`src/rtl/wipe_pkg.sv`:
```
// Shared constants for the chip-erase sequencer.
// Assumes the phase order is fixed: volatile, flash, lock row.
package wipe_pkg;
    localparam int unsigned NUM_PHASES = 3;
    localparam int unsigned PH_VOL     = 0;
    localparam int unsigned PH_FLASH   = 1;
    localparam int unsigned PH_LOCK    = 2;
    localparam int unsigned REGION_W   = 3;
    localparam int unsigned RG_MAIN    = 0;
    localparam int unsigned RG_EEP     = 1;
    localparam int unsigned RG_AUX     = 2;
    localparam logic [REGION_W-1:0] FLASH_SCOPE =
        REGION_W'((1 << RG_MAIN) | (1 << RG_EEP));
endpackage

```
`src/rtl/wipe_cmd_gate.sv`:
```
// Decides whether a control write starts a wipe.
// Assumes: one-cycle write strobe. Protected, zero-valued and mid-wipe writes are dropped.
module wipe_cmd_gate (
    input  logic ctl_wr,
    input  logic ctl_erase,
    input  logic bus_protected,
    input  logic seq_busy,
    output logic start
);
    // accept only an unprotected erase write while idle
    always_comb begin
        start = ctl_wr & ctl_erase & ~bus_protected & ~seq_busy;
    end
endmodule

```
`src/rtl/wipe_phase_chain.sv`:
```
// One-hot chain of phase requests. A request holds until its acknowledge,
// then passes to the next bit. The ack on the last bit yields a finish pulse.
// Assumes: start is asserted only when every request is low.
module wipe_phase_chain #(
    parameter int unsigned N = 3
) (
    input  logic         clk,
    input  logic         rst_n,
    input  logic         start,
    input  logic [N-1:0] ack,
    output logic [N-1:0] req,
    output logic         finish
);
    logic [N-1:0] req_nxt;

    genvar gi;
    generate
        for (gi = 0; gi < N; gi++) begin : g_ph
            if (gi == 0) begin : g_first
                // first phase is entered from start
                always_comb req_nxt[gi] = start | (req[gi] & ~ack[gi]);
            end else begin : g_next
                // later phases are entered from the previous phase's ack
                always_comb req_nxt[gi] = (req[gi-1] & ack[gi-1]) | (req[gi] & ~ack[gi]);
            end
        end
    endgenerate

    // phase request register
    always_ff @(posedge clk) begin
        if (!rst_n) req <= '0;
        else        req <= req_nxt;
    end

    // completion pulse from the final phase
    always_comb finish = req[N-1] & ack[N-1];
endmodule

```
`src/rtl/wipe_status.sv`:
```
// Sticky completion status and fuse-reload-pending flag.
// Assumes: start and finish are never high in the same cycle.
module wipe_status (
    input  logic clk,
    input  logic rst_n,
    input  logic start,
    input  logic finish,
    output logic done_sts,
    output logic fuse_reload_pend
);
    // done: set at finish, cleared by the next accepted start
    always_ff @(posedge clk) begin
        if (!rst_n)      done_sts <= 1'b0;
        else if (finish) done_sts <= 1'b1;
        else if (start)  done_sts <= 1'b0;
    end

    // reload flag: set at finish, cleared only by reset
    always_ff @(posedge clk) begin
        if (!rst_n)      fuse_reload_pend <= 1'b0;
        else if (finish) fuse_reload_pend <= 1'b1;
    end
endmodule

```
`src/rtl/wipe_sequencer.sv`:
```
// Top of the chip-erase sequencer. Gates the command, runs the phase chain
// (volatile, flash, lock row), publishes the flash scope and the status.
// Assumes: engines hold or pulse their ack while their request is high.
module wipe_sequencer
    import wipe_pkg::*;
(
    input  logic                  clk,
    input  logic                  rst_n,
    input  logic                  ctl_wr,
    input  logic                  ctl_erase,
    input  logic                  bus_protected,
    input  logic [NUM_PHASES-1:0] phase_ack,
    output logic [NUM_PHASES-1:0] phase_req,
    output logic                  busy,
    output logic [REGION_W-1:0]   flash_region,
    output logic                  done_sts,
    output logic                  fuse_reload_pend
);
    logic start;
    logic finish;

    wipe_cmd_gate u_gate (
        .ctl_wr       (ctl_wr),
        .ctl_erase    (ctl_erase),
        .bus_protected(bus_protected),
        .seq_busy     (busy),
        .start        (start)
    );

    wipe_phase_chain #(.N(NUM_PHASES)) u_chain (
        .clk   (clk),
        .rst_n (rst_n),
        .start (start),
        .ack   (phase_ack),
        .req   (phase_req),
        .finish(finish)
    );

    wipe_status u_stat (
        .clk             (clk),
        .rst_n           (rst_n),
        .start           (start),
        .finish          (finish),
        .done_sts        (done_sts),
        .fuse_reload_pend(fuse_reload_pend)
    );

    // busy while any engine is requested
    always_comb busy = |phase_req;

    // flash scope: main array and EEPROM region, never auxiliary rows
    always_comb flash_region = phase_req[PH_FLASH] ? FLASH_SCOPE : '0;
endmodule

```
`config.mk`:
```
export PLATFORM = sky130hd
export DESIGN_NAME = wipe_sequencer
export DESIGN_NICKNAME = d
export VERILOG_FILES = /design/src/rtl/wipe_pkg.sv /design/src/rtl/wipe_cmd_gate.sv /design/src/rtl/wipe_phase_chain.sv /design/src/rtl/wipe_status.sv /design/src/rtl/wipe_sequencer.sv
export SDC_FILE = /design/constraint.sdc
export NUM_CORES = 1
export LEC_CHECK = 0
export ABC_AREA = 1
export BUFFER_PORTS_ARGS = -buffer_cell sky130_fd_sc_hd__buf_2
export CAP_MARGIN = 40
export CELL_PAD_IN_SITES_DETAIL_PLACEMENT = 1
export CELL_PAD_IN_SITES_GLOBAL_PLACEMENT = 1
export CORE_AREA = 2 2 39 41
export DETAILED_ROUTE_END_ITERATION = 10
export DIE_AREA = 0 0 41 43
export PLACE_DENSITY_LB_ADDON = 0.1
export SETUP_SLACK_MARGIN = 0.1
export SKIP_CTS_REPAIR_TIMING = 1
export SLEW_MARGIN = 5
export SYNTH_ARGS = -nofsm -noshare
export SYNTH_HDL_FRONTEND = slang
export SYNTH_HIERARCHICAL = 1
export SYNTH_SLANG_ARGS = --single-unit
export TNS_END_PERCENT = 1
```
`constraint.sdc`:
```
create_clock -name clk -period 1.5 [get_ports clk]
set_input_delay 0 -clock clk [delete_from_list [all_inputs] [get_ports clk]]
set_output_delay 0 -clock clk [all_outputs]
set_load 0.005 [all_outputs]
```
# [Yosys cells after proc, flatten, opt, wreduce, memory -nomap -nowiden]
# Cells that the tools add are included.
# W data, S select, Z words.
[totals] reg_bits=5 out_inout_bits=9 word_cells=25
[classes] muxes=3 n_bitwise=17 n_reduce_logical=2
[op_table] cell="$and A1 B1 Y1" count=9
[op_table] cell="$not A1 Y1" count=5
[op_table] cell="$or A1 B1 Y1" count=3
[op_table] cell="$reduce_or A3 Y1" count=1
[op_table] cell="$mux W1" count=2
[op_table] cell="$mux W2" count=1
[op_table] cell="$reduce_bool A2 Y1" count=1

# [Longest topological paths before layout]
[depth] word_depth=5 ltp_mapped=8

# [Hierarchy]
# Netlist, hierarchy kept.
[modules_own_cells] module="wipe_phase_chain" n_inst=1 cells_each=18 area_per_inst_um2=120.1
[modules_own_cells] module="wipe_status" n_inst=1 cells_each=9 area_per_inst_um2=71.3
[modules_own_cells] module="wipe_sequencer" n_inst=1 cells_each=7 area_per_inst_um2=37.5
[modules_own_cells] module="wipe_cmd_gate" n_inst=1 cells_each=5 area_per_inst_um2=21.3

# [Worst setup path after synthesis]
# OpenSTA, ideal clock, no wires.
[synth_timing] path_type="register to register" from="register u_chain.req[1]" to="register u_stat.done_sts" arrival_ns=0.832 required_time_ns=1.386 setup_slack_ns=0.554 stages_incl_launch_ff=9 n_path_buf=0 synth_period_minus_slack_ns=0.946 cell_sequence="dfxtp_1 -> nor2_1 -> nand2_1 -> inv_1 -> nand2_1 -> nor2_2 -> inv_1 -> nand2_1 -> a21oi_2"
[synth_between] elab_chain_cells=4
[synth_rtl] element="start: declaration" line_no="wipe_phase_chain.sv:11" text="output logic [N-1:0] req,"
[synth_rtl] element="start signal: assignment" line_no="wipe_phase_chain.sv:32" text="else req <= req_nxt;"
[synth_rtl] element="$reduce_or A3 Y1" line_no="wipe_sequencer.sv:49" text="always_comb busy = |phase_req;"
[synth_rtl] element="named net busy" line_no="wipe_sequencer.sv:14" text="output logic busy,"
[synth_rtl] element="$not A1 Y1" line_no="wipe_cmd_gate.sv:12" text="start = ctl_wr & ctl_erase & ~bus_protected & ~seq_busy;"
[synth_rtl] element="$and A1 B1 Y1" line_no="wipe_cmd_gate.sv:12"
[synth_rtl] element="named net start" line_no="wipe_sequencer.sv:19" text="logic start;"
[synth_rtl] element="$reduce_bool A2 Y1 (no source line)"
[synth_rtl] element="end signal: assignment" line_no="wipe_status.sv:13" text="if (!rst_n) done_sts <= 1'b0;"
[synth_rtl] element="end signal: assignment" line_no="wipe_status.sv:14" text="else if (finish) done_sts <= 1'b1;"
[synth_rtl] element="end signal: assignment" line_no="wipe_status.sv:15" text="else if (start) done_sts <= 1'b0;"
[synth_rtl] element="end: declaration" line_no="wipe_status.sv:8" text="output logic done_sts,"
# The timed path passes the listed nets, and every way through them passes these cells.
# A chain may end at the register's enable or synchronous reset.

# [Final worst setup path]
[layout_timing] from="register u_chain.req[1]" to="register u_stat.done_sts"
[layout_between] elab_chain_cells=4
[layout_rtl] element="$reduce_or A3 Y1" line_no="wipe_sequencer.sv:49"
[layout_rtl] element="$not A1 Y1" line_no="wipe_cmd_gate.sv:12"
[layout_rtl] element="$and A1 B1 Y1" line_no="wipe_cmd_gate.sv:12"
[layout_rtl] element="named net start" line_no="wipe_sequencer.sv:19"
[layout_rtl] element="$reduce_bool A2 Y1 (no source line)"
# The timed path passes the listed nets, and every way through them passes these cells.

==> flow_summary.json <==
{
  "status": "finished, final reports clean",
  "fin_util_pct": 25.2,
  "finalInstanceArea_um2": 349,
  "crit_type": "reg2reg",
  "clock-sinks": 5,
  "hold_path_startpoint": "phase_ack[1]",
  "grt-busiest-layer": "met2",
  "diodes": 0,
  "port_buffers": 15,
  "ys_ff_latch": 5,
  "leakage_nw": 0.203,
  "pin_count": 17,
  "yosys.area.top_type": "dfxtp_1",
  "fin_crit_ns": 0.985,
  "met1_usage_pct": 5.77,
  "yosys.cell_types.count": 9,
  "grtUsageMet3_pct": 4.71,
  "grt_overflow": 0,
  "rsz0062_at_grt": "false",
  "htreeDepth": 1,
  "row_count": 14,
  "required_ns": 1.64,
  "crit_fanout": 6,
  "syn-num-nets": 47,
  "die_y_um": 43,
  "die_x_um": 41,
  "clk_latency_ns": 0.24,
  "max_freq_mhz": 1020,
  "min_period_over_period_pct": 65.6,
  "layout-drive-gt1-share_pct": 36.4,
  "wl_per_cell_um": 7.58,
  "grt_pass1_wl_um": 731,
  "met2_usage_pct": 9.69,
  "critPathLaunchType": "flip-flop",
  "path_buf_inv": 2,
  "cts_buffers": 3,
  "cts_tree": "yes",
  "syn-cell-area_um2": 250,
  "clock_path_buffers": 2,
  "crit_family": "simple AND/OR/NAND/NOR gates",
  "place_area_um2": 323,
  "synth_cells": 39,
  "setup_tns_ns": 0,
  "crit_chain": "nor2_1, nand2_1, inv_1, nand2_1, nor2_2, inv_1, nand2_1, a21oi_2",
  "syn_area_per_cell_um2": 6.42,
  "max_stage_delay_ns": 0.34,
  "cts_root_buffer": "clkbuf_4",
  "arrival_ns": 1.12,
  "syn_to_final_growth_pct": 39.5,
  "detail-route-antenna-nets": 0,
  "grt_pass1_vias": 214,
  "synth_area_leaders": "dfxtp_1 (40%), inv_1 (18%), nand2_1 (15%), buf_4 (9.0%), a21oi_1 (6.0%)",
  "grtUsageTotal_pct": 7.02,
  "hold_slack_ns": 0.0162,
  "ir_worst_vdd_mv": 0.199,
  "maxCapViolations": 0,
  "p_per_area_nw_per_um2": 928,
  "hp-class": "in2reg",
  "crit_start": "u_chain/req[1]$_SDFF_PN0_",
  "core-area_um2": 1380,
  "r2r_start": "u_chain/req[1]$_SDFF_PN0_",
  "clkTransAtPathRegs_ns": 0.05,
  "antenna_found_initial": 0,
  "drc": 0,
  "setup_violations": 0,
  "synth-async-reset-ratio_pct": 0,
  "synth-edff-count": 0,
  "drt-pass1-iter-count": 2,
  "die_area_um2": 1760,
  "dpl.hpwl_um": 443,
  "gp_congestion": 0.627,
  "drt_iter0_markers": 1,
  "fin_skew_ns": 0.00122,
  "grt_max_degree": 7,
  "nets": 64,
  "ys.flop_type": "dfxtp_1",
  "maxSlewViolCount": 0,
  "yosysMostFrequentCell": "inv_1",
  "post_drt_via_cell_ratio": 3.58,
  "route.vias.total": 254,
  "initial_core_util_pct": 18.1,
  "wl_um": 538,
  "crit_top_cell": "nand2_1",
  "yosys.area.top_type_share_pct": 40.0,
  "cp_slowest_cell": "dfxtp_1",
  "fillers": 181,
  "yosysWarnings": 6,
  "finalHoldViolCount": 0,
  "synth-seq-area-share_pct": 40.0,
  "synth_commonest_cells": "inv_1 (12), nand2_1 (10), dfxtp_1 (5)",
  "cp-end-kind": "flip-flop"
}
power breakdown:
part	internal (mW)	switching, mW
clock network	0.101	0.0573
logic	0.0140	0.0148
registers	0.135	0.00185
layer usage:
metal / vias to the layer above / routed length, µm / share of wire, %
li1: 136 / - / -
met2: 11 / 268 / 50
met5: - / 0 / 0
met3: 0 / 48 / 8.9
met4: 0 / 0 / 0
met1: 107 / 222 / 41
cell families after synthesis:
| logic type | Yosys count | share of synthesized area, % |
|---|---|---|
| other cells | 1 | 1.50 |
| flops | 5 | 40.0 |
| compound gates | 4 | 9.50 |
| simple gates | 14 | 22.0 |
| buf+inv | 15 | 27.0 |
placed cells by master, fill, tap and decap left out:
cell type	instances
nand2_1	10
a21oi_1	3
clkbuf_1	1
dfxtp_1	5
a21oi_2	1
nor2_2	1
inv_1	12
conb_1	1
clkbuf_4	3
buf_2	15
nor2_1	3
path summary, 6_finish.rpt:
check / endpoint / slack [ns] / depth (start not counted)
max: u_stat/done_sts$_SDFFE_PN0P_ / 0.52 / 8
min: u_chain/req[2]$_SDFF_PN0_ / 0.02 / 3
max reg2reg: u_stat/done_sts$_SDFFE_PN0P_ / 0.52 / 8
min reg2reg: u_stat/done_sts$_SDFFE_PN0P_ / 0.47 / 2
tightest hold or removal path, cell delays in order:
cell     delay, ns
buf_2         0.10
nand2_1       0.05
a21oi_1       0.05
through the flow:
step                      power, mW  worst slack (ns)  cells
after floorplan               0.156             0.554     39
after global placement        0.169             0.508     67
after detailed placement      0.169             0.506     67
after CTS                     0.336             0.498     71
after global routing          0.352             0.433     71
final                         0.324             0.515     71
area by class of cell:
class | count | area [µm²] | share of cell area, %
Sequential cell | 5 | 100 | 28.7
Multi-Input combinational cell | 19 | 82.6 | 23.7
Timing Repair Buffer | 15 | 75.1 | 21.5
Inverter | 12 | 45.0 | 12.9
Clock buffer | 4 | 26.3 | 7.53
Tap cell | 16 | 20.0 | 5.73
state kept, by name, summed over array words and instances, names as in the netlist:
register                 count
u_stat/fuse_reload_pend      1
u_chain/req                  3
u_stat/done_sts              1
No activity file was read; power rests on OpenSTA's default activity.
